$ cat src/rtl/sgdma_pkg.sv
package sgdma_pkg;
  localparam int DESC_BEATS = 8;
  localparam int HOST_AW    = 64;
  localparam int WORD_W     = 32;
  localparam int ALIGN_BITS = 5;

  // link word flag positions
  localparam int LNK_EOC = 1;
  localparam int LNK_IRQ = 2;
  localparam int LNK_DIR = 3;

  // control/status bit positions
  localparam int CS_EN   = 0;
  localparam int CS_GO   = 1;
  localparam int CS_STOP = 2;
  localparam int CS_DONE = 4;
  localparam int CS_IRQ  = 5;
  localparam int CS_SG   = 8;

  typedef enum logic [2:0] {
    W_IDLE, W_REQ, W_BEATS, W_EVAL, W_XFER, W_FINISH, W_HALT
  } walk_state_t;

  typedef struct packed {
    logic [HOST_AW-1:0] host_addr;
    logic [WORD_W-1:0]  local_word;
    logic [WORD_W-1:0]  byte_count;
    logic [HOST_AW-1:0] link;
  } desc_t;
endpackage

$ cat src/rtl/sgdma_fetch.sv
module sgdma_fetch
  import sgdma_pkg::*;
#(
  parameter int BEATS = DESC_BEATS,
  parameter int DW    = WORD_W
) (
  input  logic          clk,
  input  logic          rst,
  input  logic          restart,
  input  logic          accept,
  input  logic          rsp_valid,
  input  logic [DW-1:0] rsp_data,
  output logic          last_beat,
  output desc_t         desc
);
  localparam int CW = $clog2(BEATS);

  logic [CW-1:0] beat_cnt;
  logic [DW-1:0] words [BEATS];

  assign last_beat = accept && rsp_valid && (beat_cnt == CW'(BEATS - 1));

  always_ff @(posedge clk) begin
    if (rst || restart) begin
      beat_cnt <= '0;
    end else if (accept && rsp_valid) begin
      beat_cnt <= beat_cnt + 1'b1;
    end
  end

  always_ff @(posedge clk) begin
    if (accept && rsp_valid) begin
      words[beat_cnt] <= rsp_data;
    end
  end

  assign desc.host_addr  = {words[1], words[0]};
  assign desc.local_word = words[2];
  assign desc.byte_count = words[4];
  assign desc.link       = {words[7], words[6]};
endmodule

$ cat src/rtl/sgdma_seq.sv
module sgdma_seq
  import sgdma_pkg::*;
#(
  parameter int AW = HOST_AW,
  parameter int AL = ALIGN_BITS
) (
  input  logic          clk,
  input  logic          rst,
  input  logic          start,
  input  logic          abort,
  input  logic [AW-1:0] first_ptr,
  output logic          mem_req_valid,
  output logic [AW-1:0] mem_req_addr,
  input  logic          mem_req_ready,
  output logic          beat_accept,
  output logic          fetch_restart,
  input  logic          last_beat,
  input  desc_t         desc,
  output logic          xfer_valid,
  output logic          xfer_to_host,
  input  logic          xfer_ack,
  output logic          done_set,
  output logic          irq_set,
  output logic          add_valid,
  output logic [WORD_W-1:0] add_bytes,
  output logic          idle
);
  walk_state_t   state;
  logic [AW-1:0] cur_ptr;
  logic          cur_dir;
  logic          abort_q;

  always_ff @(posedge clk) begin
    if (rst) begin
      state   <= W_IDLE;
      cur_ptr <= '0;
      cur_dir <= 1'b0;
      abort_q <= 1'b0;
    end else begin
      if (abort && state != W_IDLE) abort_q <= 1'b1;
      case (state)
        W_IDLE: begin
          if (start) begin
            cur_ptr <= {first_ptr[AW-1:AL], {AL{1'b0}}};
            cur_dir <= first_ptr[LNK_DIR];
            abort_q <= 1'b0;
            state   <= W_REQ;
          end else if (abort) begin
            state <= W_HALT;
          end
        end
        W_REQ:   if (mem_req_ready) state <= W_BEATS;
        W_BEATS: if (last_beat) state <= W_EVAL;
        W_EVAL: begin
          if (abort_q)                   state <= W_HALT;
          else if (desc.byte_count == 0) state <= W_FINISH;
          else                           state <= W_XFER;
        end
        W_XFER: begin
          if (xfer_ack)     state <= W_FINISH;
          else if (abort_q) state <= W_HALT;
        end
        W_FINISH: begin
          if (desc.link[LNK_EOC] || abort_q) begin
            state <= W_HALT;
          end else begin
            cur_ptr <= {desc.link[AW-1:AL], {AL{1'b0}}};
            cur_dir <= desc.link[LNK_DIR];
            state   <= W_REQ;
          end
        end
        W_HALT: begin
          abort_q <= 1'b0;
          state   <= W_IDLE;
        end
        default: state <= W_IDLE;
      endcase
    end
  end

  assign mem_req_valid = (state == W_REQ);
  assign mem_req_addr  = cur_ptr;
  assign fetch_restart = (state == W_REQ) && mem_req_ready;
  assign beat_accept   = (state == W_BEATS);
  assign xfer_valid    = (state == W_XFER);
  assign xfer_to_host  = cur_dir;
  assign add_valid     = (state == W_FINISH);
  assign add_bytes     = desc.byte_count;
  assign irq_set       = (state == W_FINISH) && desc.link[LNK_IRQ];
  assign done_set      = (state == W_HALT);
  assign idle          = (state == W_IDLE);


  req_hold_chk: assert property (@(posedge clk) disable iff (rst)
    mem_req_valid && !mem_req_ready |=> mem_req_valid && $stable(mem_req_addr));


  req_align_chk: assert property (@(posedge clk) disable iff (rst)
    mem_req_valid |-> mem_req_addr[AL-1:0] == '0);


  xfer_hold_chk: assert property (@(posedge clk) disable iff (rst)
    xfer_valid && !xfer_ack && !abort_q |=> xfer_valid && $stable(desc.byte_count)
      && $stable(desc.host_addr) && $stable(xfer_to_host));


  xfer_nonzero_chk: assert property (@(posedge clk) disable iff (rst)
    xfer_valid |-> desc.byte_count != '0);
endmodule

$ cat src/rtl/sgdma_regs.sv
module sgdma_regs
  import sgdma_pkg::*;
#(
  parameter int RAW = 8,
  parameter int DW  = WORD_W
) (
  input  logic           clk,
  input  logic           rst,
  input  logic           reg_we,
  input  logic [RAW-1:0] reg_addr,
  input  logic [DW-1:0]  reg_wdata,
  output logic [DW-1:0]  reg_rdata,
  input  logic           walker_idle,
  input  logic           done_set,
  input  logic           irq_set,
  input  logic           add_valid,
  input  logic [DW-1:0]  add_bytes,
  output logic           start_pulse,
  output logic           abort_pulse,
  output logic [2*DW-1:0] first_ptr,
  output logic           irq_line
);
  localparam logic [RAW-1:0] A_PTR_LO = RAW'('h50);
  localparam logic [RAW-1:0] A_PTR_HI = RAW'('h54);
  localparam logic [RAW-1:0] A_CTRL   = RAW'('h60);
  localparam logic [RAW-1:0] A_TOTAL  = RAW'('h64);

  logic [DW-1:0] ptr_lo, ptr_hi, total_q;
  logic          en_q, sg_q, done_q, irq_q;
  logic          ctrl_wr;

  assign ctrl_wr     = reg_we && (reg_addr == A_CTRL);
  assign start_pulse = ctrl_wr && walker_idle && reg_wdata[CS_EN]
                       && reg_wdata[CS_GO] && reg_wdata[CS_SG];
  assign abort_pulse = ctrl_wr && reg_wdata[CS_STOP];
  assign first_ptr   = {ptr_hi, ptr_lo};
  assign irq_line    = irq_q;

  always_ff @(posedge clk) begin
    if (rst) begin
      ptr_lo  <= '0;
      ptr_hi  <= '0;
      total_q <= '0;
      en_q    <= 1'b0;
      sg_q    <= 1'b0;
      done_q  <= 1'b0;
      irq_q   <= 1'b0;
    end else begin
      if (reg_we && reg_addr == A_PTR_LO) ptr_lo <= reg_wdata;
      if (reg_we && reg_addr == A_PTR_HI) ptr_hi <= reg_wdata;
      if (ctrl_wr) begin
        en_q <= reg_wdata[CS_EN];
        sg_q <= reg_wdata[CS_SG];
      end
      if (start_pulse)   done_q <= 1'b0;
      else if (done_set) done_q <= 1'b1;
      if (irq_set)                           irq_q <= 1'b1;
      else if (ctrl_wr && reg_wdata[CS_IRQ]) irq_q <= 1'b0;
      if (start_pulse)    total_q <= '0;
      else if (add_valid) total_q <= total_q + add_bytes;
    end
  end

  always_ff @(posedge clk) begin
    if (rst) begin
      reg_rdata <= '0;
    end else begin
      case (reg_addr)
        A_PTR_LO: reg_rdata <= ptr_lo;
        A_PTR_HI: reg_rdata <= ptr_hi;
        A_CTRL: begin
          reg_rdata          <= '0;
          reg_rdata[CS_EN]   <= en_q;
          reg_rdata[CS_DONE] <= done_q;
          reg_rdata[CS_IRQ]  <= irq_q;
          reg_rdata[CS_SG]   <= sg_q;
        end
        A_TOTAL: reg_rdata <= total_q;
        default: reg_rdata <= '0;
      endcase
    end
  end


  done_idle_chk: assert property (@(posedge clk) disable iff (rst)
    done_q |-> walker_idle);


  irq_hold_chk: assert property (@(posedge clk) disable iff (rst)
    irq_line && !(ctrl_wr && reg_wdata[CS_IRQ]) |=> irq_line);
endmodule

$ cat src/rtl/sgdma_walker.sv
module sgdma_walker
  import sgdma_pkg::*;
#(
  parameter int RAW = 8
) (
  input  logic               clk,
  input  logic               rst,
  input  logic               reg_we,
  input  logic [RAW-1:0]     reg_addr,
  input  logic [WORD_W-1:0]  reg_wdata,
  output logic [WORD_W-1:0]  reg_rdata,
  output logic               mem_req_valid,
  output logic [HOST_AW-1:0] mem_req_addr,
  input  logic               mem_req_ready,
  input  logic               mem_rsp_valid,
  input  logic [WORD_W-1:0]  mem_rsp_data,
  output logic               xfer_valid,
  output logic [HOST_AW-1:0] xfer_host_addr,
  output logic [WORD_W-1:0]  xfer_local,
  output logic [WORD_W-1:0]  xfer_bytes,
  output logic               xfer_to_host,
  input  logic               xfer_ack,
  output logic               irq
);
  logic                start_pulse, abort_pulse, walker_idle;
  logic                done_set, irq_set, add_valid;
  logic [WORD_W-1:0]   add_bytes;
  logic [HOST_AW-1:0]  first_ptr;
  logic                beat_accept, fetch_restart, last_beat;
  desc_t               desc;

  sgdma_regs #(.RAW(RAW), .DW(WORD_W)) u_regs (
    .clk(clk), .rst(rst), .reg_we(reg_we), .reg_addr(reg_addr),
    .reg_wdata(reg_wdata), .reg_rdata(reg_rdata), .walker_idle(walker_idle),
    .done_set(done_set), .irq_set(irq_set), .add_valid(add_valid),
    .add_bytes(add_bytes), .start_pulse(start_pulse), .abort_pulse(abort_pulse),
    .first_ptr(first_ptr), .irq_line(irq)
  );

  sgdma_fetch #(.BEATS(DESC_BEATS), .DW(WORD_W)) u_fetch (
    .clk(clk), .rst(rst), .restart(fetch_restart), .accept(beat_accept),
    .rsp_valid(mem_rsp_valid), .rsp_data(mem_rsp_data),
    .last_beat(last_beat), .desc(desc)
  );

  sgdma_seq #(.AW(HOST_AW), .AL(ALIGN_BITS)) u_seq (
    .clk(clk), .rst(rst), .start(start_pulse), .abort(abort_pulse),
    .first_ptr(first_ptr), .mem_req_valid(mem_req_valid),
    .mem_req_addr(mem_req_addr), .mem_req_ready(mem_req_ready),
    .beat_accept(beat_accept), .fetch_restart(fetch_restart),
    .last_beat(last_beat), .desc(desc), .xfer_valid(xfer_valid),
    .xfer_to_host(xfer_to_host), .xfer_ack(xfer_ack), .done_set(done_set),
    .irq_set(irq_set), .add_valid(add_valid), .add_bytes(add_bytes),
    .idle(walker_idle)
  );

  assign xfer_host_addr = desc.host_addr;
  assign xfer_local     = desc.local_word;
  assign xfer_bytes     = desc.byte_count;
endmodule

$ cat config.mk
export PLATFORM = sky130hd
export DESIGN_NAME = sgdma_walker
export DESIGN_NICKNAME = d
export VERILOG_FILES = /design/src/rtl/sgdma_pkg.sv /design/src/rtl/sgdma_fetch.sv /design/src/rtl/sgdma_seq.sv /design/src/rtl/sgdma_regs.sv /design/src/rtl/sgdma_walker.sv
export SDC_FILE = /design/constraint.sdc
export NUM_CORES = 1
export LEC_CHECK = 0
export BUFFER_PORTS_ARGS = -buffer_cell sky130_fd_sc_hd__buf_2
export CORE_MARGIN = 1.5
export CORE_UTILIZATION = 55
export DETAILED_ROUTE_END_ITERATION = 6
export PLACE_DENSITY = 0.86
export SKIP_LAST_GASP = 1
export SLEW_MARGIN = 30
export SYNTH_ARGS = -nofsm -noshare
export SYNTH_HDL_FRONTEND = slang
export SYNTH_SLANG_ARGS = --single-unit
$ cat constraint.sdc
create_clock -name clk -period 7.84 [get_ports clk]
set_input_delay 2.352 -clock clk [delete_from_list [all_inputs] [get_ports clk]]
set_output_delay 2.352 -clock clk [all_outputs]
set_load 0.02 [all_outputs]
==> flow_metrics.py, run 1 <==
metrics = {
    "status": {
        "status": "finished clean",
    },
    "final_layout": {
        "regArea_um2": 9690,
        "instances_no_fill": 2106,
        "final_util": 0.632,
        "fillerInstances": 2295,
        "fin_area_um2": 18700,
        "fin_nets": 1798,
        "areaGrowthSynthToFinish_pct": 13.5,
        "drive_gt1_frac": 0.260,
        "diodes": 0,
        "multiInputGateArea_um2": 5450,
    },
    "synthesis": {
        "synth.largest_area_cell": "edfxtp_1",
        "synth-xor-area-share": 0.0106,
        "synth_compound_area_frac": 0.150,
        "ys_top_cells_by_area": "edfxtp_1, dfxtp_1, nand2_1",
        "yosys.area_share.simple": 0.134,
        "synth_top_area_frac": 0.345,
        "synthMuxAreaShare": 0.00447,
        "synthAdderAreaFrac": 0.0262,
        "synth_top_family_by_area": "compound AO/OA/AOI/OAI gates",
        "synth-edff-count": 190,
        "avgSynthCellArea_um2": 10.7,
        "synth_warnings": 0,
        "syn_inst": 1543,
        "seq_area_frac_synth": 0.587,
        "ys.flop_type": "dfxtp_1",
        "ys_ff_latch": 389,
        "syn-cell-area_um2": 16500,
        "synthDistinctLibCells": 66,
        "async_flop_share": 0,
    },
    "job": {
        "cap_violations": 0,
    },
    "setup_path": {
        "start_kind": "input port",
        "critPathMaxFanout": 35,
        "r2r_end": "u_regs.total_q[26]",
        "path_cells": "buf_2 -> and4bb_1 -> and3b_1 -> nand2_2 -> or3_1 -> o31ai_4 -> buf_4 -> buf_12 -> buf_12 -> nor2_1 -> a311oi_2",
        "reg2reg_slack_ns": 4.58,
        "end_kind": "flip-flop",
        "arrival_ns": 5.23,
        "critPathKind": "in2reg",
        "cp_slowest_cell": "or3_1",
        "r2r-start": "u_fetch.words[4][0]",
        "cp.required_ns": 8.25,
        "critical-path-max-stage-delay_ns": 0.54,
        "crit_top_cell": "buf_12",
        "reg2reg_depth": 10,
    },
    "drt": {
        "drc": 0,
        "drt_wl_total_um": 45600,
        "drt_first_pass_iters": 5,
        "drtIter0Drc": 1158,
        "via_per_inst": 5.98,
        "num_vias": 12600,
        "antenna_left": 0,
        "wl_per_cell_um": 21.6,
    },
    "clocking": {
        "cts_resized": 0,
        "cts_hold_buf": 0,
        "postCtsSetupBuffers": 0,
        "clock_latency_ns": 0.53,
        "cts_max_level": 2,
        "cts_tree": "yes",
        "clockRootBuffer": "clkbuf_16",
        "cts_buffers": 40,
        "path_clk_slew_ns": 0.07,
        "clock_path_buffers": 3,
        "clock-sinks": 389,
    },
    "sta": {
        "period_needed_ns": 4.82,
        "tns_ns": 0,
        "rsz0062_at_grt": "no",
        "max-slew-margin-rel": 0.343,
        "slew_violations": 0,
        "setup_violations": 0,
        "hold_viol": 0,
        "finalCritPeriodShare": 0.615,
        "max_freq_mhz": 208,
        "hold_slack_ns": 0.456,
        "layout_setup_ws_ns": 3.02,
        "finClkSkew_ns": 0.0201,
        "worst_pin_slew_ns": 0.986,
    },
    "power": {
        "internal_power_mw": 3.42,
        "switching_power_mw": 0.985,
        "leakagePower_nw": 6.84,
        "power.density_nw_per_um2": 235,
        "clockPowerShare": 0.434,
        "switching_share": 0.224,
        "p_comb_frac": 0.066,
        "p_total_mw": 4.40,
        "ir_drop_mv": 0.190,
        "power_frac_seq": 0.500,
    },
    "worst_hold_path": {
        "hold_end": "u_regs.reg_rdata[2]",
        "worstHoldPathType": "reg2reg",
        "min-delay-start": "u_regs.ptr_lo[2]",
        "min_path_cells": 2,
    },
    "floorplanning": {
        "start_util": 0.557,
        "die_area_um2": 31100,
        "die_w_um": 176,
        "dieHeight_um": 176,
        "ios": 306,
        "core_area_um2": 29600,
        "num_rows": 63,
    },
    "grt": {
        "grt_usage": 0.286,
        "grt_pass1_vias": 12000,
        "grt-ovfl-total": 0,
        "grt_max_degree": 81,
        "antenna_found_initial": 2,
        "grt_pass1_wl_um": 68400,
    },
    "place": {
        "place_congestion": 0.865,
        "placed_cells": 2034,
        "portBuffers": 300,
        "placed_area_um2": 17400,
        "dpl.hpwl_um": 30700,
        "pre_cts_ws_ns": 2.53,
    },
}
## worst max-delay path: cells and delay by family
kind,cells,cell delay (ns)
AO/OA/AOI/OAI,2,0.37
buffers and inverters,4,0.94
AND/OR/NAND/NOR,5,1.50
## routing by layer
layer	up-vias	GRT usage	routed length, µm
li1	5653	-	-
met1	6103	0.376	18200
met2	699	0.450	21000
met3	146	0.0704	4510
met4	2	0.127	1870
met5	-	0	12
## logic make-up (layout without fill, tap and decap cells)
logic type	Yosys count	after routing
DFF	389	389
buffers and inverters	232	401
muxes	7	7
xor gates and xnor gates	20	20
adders and majority gates	34	34
other	1	5
and+or+nand+nor	526	526
AOI/OAI and AO/OA	334	334
## final cells by class
cell class                      instances  share of cell area
Clock buffer                           57              0.0613
Clock inverter                         15             0.00968
Inverter                                5             0.00100
Multi-Input combinational cell        926               0.291
Sequential cell                       389               0.517
Tap cell                              390              0.0260
Timing Repair Buffer                  324              0.0944
## worst max-delay path by stage
| stage | end | from | slack (ns) |
|---|---|---|---|
| after floorplan | u_fetch.words[2][0] | mem_rsp_valid | 2.13 |
| after global placement | u_seq.mem_req_addr[49] | reg_addr[7] | 2.59 |
| after detailed placement | u_regs.total_q[26] | reg_addr[7] | 2.53 |
| after CTS | u_regs.total_q[26] | reg_addr[7] | 3.01 |
| after global routing | u_seq.mem_req_addr[15] | reg_addr[7] | 2.85 |
| final | u_seq.mem_req_addr[48] | reg_addr[7] | 3.02 |
## flip-flops by register name (all words and copies together), names as in the netlist
signal              count
u_regs.done_q           1
u_regs.reg_rdata       32
u_fetch.words         190
u_seq.mem_req_addr     59
u_regs.en_q             1
u_seq.abort_q           1
u_seq.xfer_to_host      1
u_regs.ptr_lo          32
u_regs.sg_q             1
u_regs.total_q         32
u_fetch.beat_cnt        3
u_regs.ptr_hi          32
u_regs.irq_line         1
u_seq.state             3
## power groups by stage
stage	Sequential, mW	Combinational, mW	Clock, mW
3_5_place_dp	2.24	0.285	0
3_3_place_gp	2.24	0.276	0
5_1_grt	2.20	0.312	1.99
4_1_cts	2.20	0.287	1.92
6_report	2.20	0.291	1.91
2_1_floorplan	2.24	0.214	0
## cell usage in the layout (no fill, tap or decap), types with 15 or more instances in the layout
cell / count
a21oi_1: 147
a22oi_1: 33
a311oi_1: 20
a311oi_2: 40
buf_2: 299
buf_4: 20
clkbuf_16: 42
dfxtp_1: 199
edfxtp_1: 190
ha_1: 33
nand2_1: 327
nand3_1: 20
nor2_1: 101
nor3_1: 15
o21ai_0: 23
## cell usage after synthesis, types with 11 or more instances
cell type and n:
a21oi_1 147, nor2_1 104, nor3_1 17, ha_1 33
buf_4 140, a21o_1 14, nand2_1 327, a311oi_2 40
a22oi_1 33, xnor2_1 11, a311oi_1 20, dfxtp_1 199
edfxtp_1 190, clkbuf_1 71, nand3_1 21, o21ai_0 23
Power figures use the tool's default switching activity.
==> run 2, diff against run 1 <==
--- a/config.mk
+++ b/config.mk
@@ -5,11 +5,12 @@
 export SDC_FILE = /design/constraint.sdc
 export NUM_CORES = 1
 export LEC_CHECK = 0
+export ABC_AREA = 1
 export BUFFER_PORTS_ARGS = -buffer_cell sky130_fd_sc_hd__buf_2
 export CORE_MARGIN = 1.5
 export CORE_UTILIZATION = 55
 export DETAILED_ROUTE_END_ITERATION = 6
-export PLACE_DENSITY = 0.86
+export PLACE_DENSITY = 0.85
 export SKIP_LAST_GASP = 1
 export SLEW_MARGIN = 30
 export SYNTH_ARGS = -nofsm -noshare
==> constraint.sdc (replaced) <==
create_clock -name clk -period 4.9 [get_ports clk]
set_input_delay 1.47 -clock clk [delete_from_list [all_inputs] [get_ports clk]]
set_output_delay 1.47 -clock clk [all_outputs]
set_load 0.02 [all_outputs]
==> run 2 against run 1 <==
- die area grew 11%
- sequential share of layout area is 4.7 points lower
- via count is 15% higher
- clock skew fell by 0.0017 ns
- total power rose by 78%
- register-to-register slack worse by 2.3 ns
- largest power group unchanged
- largest cell class unchanged
- global-route usage decreased by 0.25 points
- final area rose by 10%
==> flow_metrics.py, run 2 <==
metrics = {
    "synthesis": {
        "synth_common_cells": "nand2_1, inv_1, dfxtp_1",
        "ys.flop_type": "dfxtp_1",
        "syn-cell-area_um2": 18400,
        "synth_most_common_cell": "nand2_1",
        "seq_area_frac_synth": 0.528,
        "synth_warnings": 0,
        "synth-edff-count": 190,
        "synth_top_area_frac": 0.311,
        "synthDistinctLibCells": 43,
        "ys_top_cells_by_area": "edfxtp_1, dfxtp_1, nand2_1",
        "async_flop_share": 0,
        "avgSynthCellArea_um2": 9.05,
        "ys_ff_latch": 389,
        "synth.largest_area_cell": "edfxtp_1",
        "syn_inst": 2029,
    },
    "power": {
        "p_comb_frac": 0.139,
        "power_frac_seq": 0.447,
        "switching_share": 0.278,
        "leakagePower_nw": 8.94,
        "internal_power_mw": 5.64,
        "clockPowerShare": 0.414,
        "ir_drop_mv": 0.337,
        "power.density_nw_per_um2": 379,
        "switching_power_mw": 2.17,
    },
    "drt": {
        "wl_per_cell_um": 18.7,
        "drc": 0,
        "via_per_inst": 5.44,
        "drt_wl_total_um": 49600,
        "antenna_left": 0,
        "drt_first_pass_iters": 6,
        "num_vias": 14500,
        "drtIter0Drc": 1457,
    },
    "clocking": {
        "clock-sinks": 389,
        "cts_max_level": 2,
        "clock_latency_ns": 0.54,
        "cts_resized": 0,
        "clockRootBuffer": "clkbuf_16",
        "postCtsSetupBuffers": 0,
        "cts_buffers": 41,
        "cts_hold_buf": 0,
        "cts_tree": "yes",
        "clock_path_buffers": 3,
        "path_clk_slew_ns": 0.06,
    },
    "floorplanning": {
        "dieHeight_um": 186,
        "start_util": 0.561,
        "num_rows": 66,
        "ios": 306,
        "die_w_um": 186,
        "core_area_um2": 32700,
        "die_area_um2": 34500,
    },
    "final_layout": {
        "mostFrequentLayoutCells": "nand2_1, buf_2, inv_1, dfxtp_1, edfxtp_1",
        "areaGrowthSynthToFinish_pct": 12.4,
        "regMostFlops": "u_fetch.words",
        "final_common_cell": "nand2_1",
        "fin_nets": 2294,
        "largest_reg_flops": 190,
        "instances_no_fill": 2657,
        "drive_gt1_frac": 0.239,
    },
    "place": {
        "dpl.hpwl_um": 35500,
        "placed_cells": 2581,
        "portBuffers": 300,
        "place_congestion": 0.939,
    },
    "setup_path": {
        "start_kind": "input port",
        "cp.required_ns": 5.31,
        "reg2reg_slack_ns": 2.31,
        "critPathMaxFanout": 38,
        "reg2reg_depth": 8,
        "arrival_ns": 3.49,
        "critPathKind": "in2reg",
        "startpoint": "reg_addr[7]",
        "r2r_end": "u_seq.mem_req_addr[25]",
        "end_kind": "flip-flop",
        "r2r-start": "u_seq.state[1]",
    },
    "grt": {
        "antenna_found_initial": 0,
        "grt_pass1_vias": 13700,
        "grt-ovfl-total": 0,
        "grt_max_degree": 127,
        "grt_pass1_wl_um": 74400,
        "grt_usage": 0.284,
    },
    "worst_hold_path": {
        "worstHoldPathType": "reg2reg",
        "min_path_cells": 2,
        "min-delay-start": "u_regs.done_q",
        "hold_end": "u_regs.done_q",
    },
    "sta": {
        "finClkSkew_ns": 0.0184,
        "setup_violations": 0,
        "slew_violations": 0,
        "max-slew-margin-rel": 0.329,
        "hold_viol": 0,
        "worst_pin_slew_ns": 1.01,
        "tns_ns": 0,
        "max_freq_mhz": 325,
        "rsz0062_at_grt": "no",
        "finalCritPeriodShare": 0.628,
        "period_needed_ns": 3.08,
        "hold_slack_ns": 0.460,
    },
    "job": {
        "cap_violations": 0,
    },
    "status": {
        "status": "finished clean",
    },
}
-- run 2: layout make-up --
type	count	area [µm²]
fillers	2679	12100
clock buffers	52	1100
diodes	1	2.50
flip-flops and latches	389	9690
clock inverters	23	308
repair buffers	320	1730
inverters	271	1020
well taps	442	553
multi-input cells	1159	6240
-- run 2: worst max path at each step --
stage                                         to  slack [ns]
final                           u_regs.ptr_lo[4]        1.82
after CTS                             xfer_valid        1.92
after global placement    u_seq.mem_req_addr[35]        1.46
after floorplan              u_fetch.words[7][0]        0.39
after detailed placement        u_regs.ptr_lo[4]        1.39
after global routing           u_regs.ptr_lo[23]        1.74
-- run 2: per-stage QoR --
stage                     instance area (µm²)  setup WS [ns]   util  power [mW]
after global placement                  19100           1.46  0.585        4.58
after global routing                    20600           1.74  0.631        8.04
final                                   20600           1.82  0.631        7.82
after CTS                               20600           1.92  0.631        7.84
after floorplan                         18400          0.394      -        4.60
after detailed placement                19200           1.39  0.588        4.63
-- run 2: cell families after synthesis --
kind of cell             count (synthesis)  share of synthesized area
AO/OA/AOI/OAI                          339                      0.111
buffers and inverters                  485                      0.135
flip-flops                             389                      0.528
XOR/XNOR                                10                    0.00477
other                                    1                   0.000204
AND/OR/NAND/NOR                        771                      0.198
adder cells (fa/ha/maj)                 34                     0.0236
-- run 2: critical path, stage by stage --
cell and delay (ns):
buf_2 0.10, inv_1 0.06, nand2_1 0.06, nor3_2 0.20
nand2_1 0.52, inv_2 0.18, nand2_1 0.21, buf_4 0.34
o21ai_0 0.26, a21oi_1 0.09
-- run 2: per-layer routing --
layer / share of wire / vias up / track usage
li1: - / 6774 / -
met1: 0.41 / 6754 / 0.388
met2: 0.45 / 800 / 0.446
met3: 0.11 / 123 / 0.0605
met4: 0.033 / 0 / 0.102
met5: 0 / - / 0
-- run 2: power by group through the flow --
stage / Combinational [mW] / Sequential (mW) / Clock [mW]
6_report: 1.09 / 3.49 / 3.24
5_1_grt: 1.15 / 3.50 / 3.40
4_1_cts: 1.08 / 3.49 / 3.27
3_5_place_dp: 1.06 / 3.56 / 0
3_3_place_gp: 1.02 / 3.56 / 0
2_1_floorplan: 1.04 / 3.56 / 0
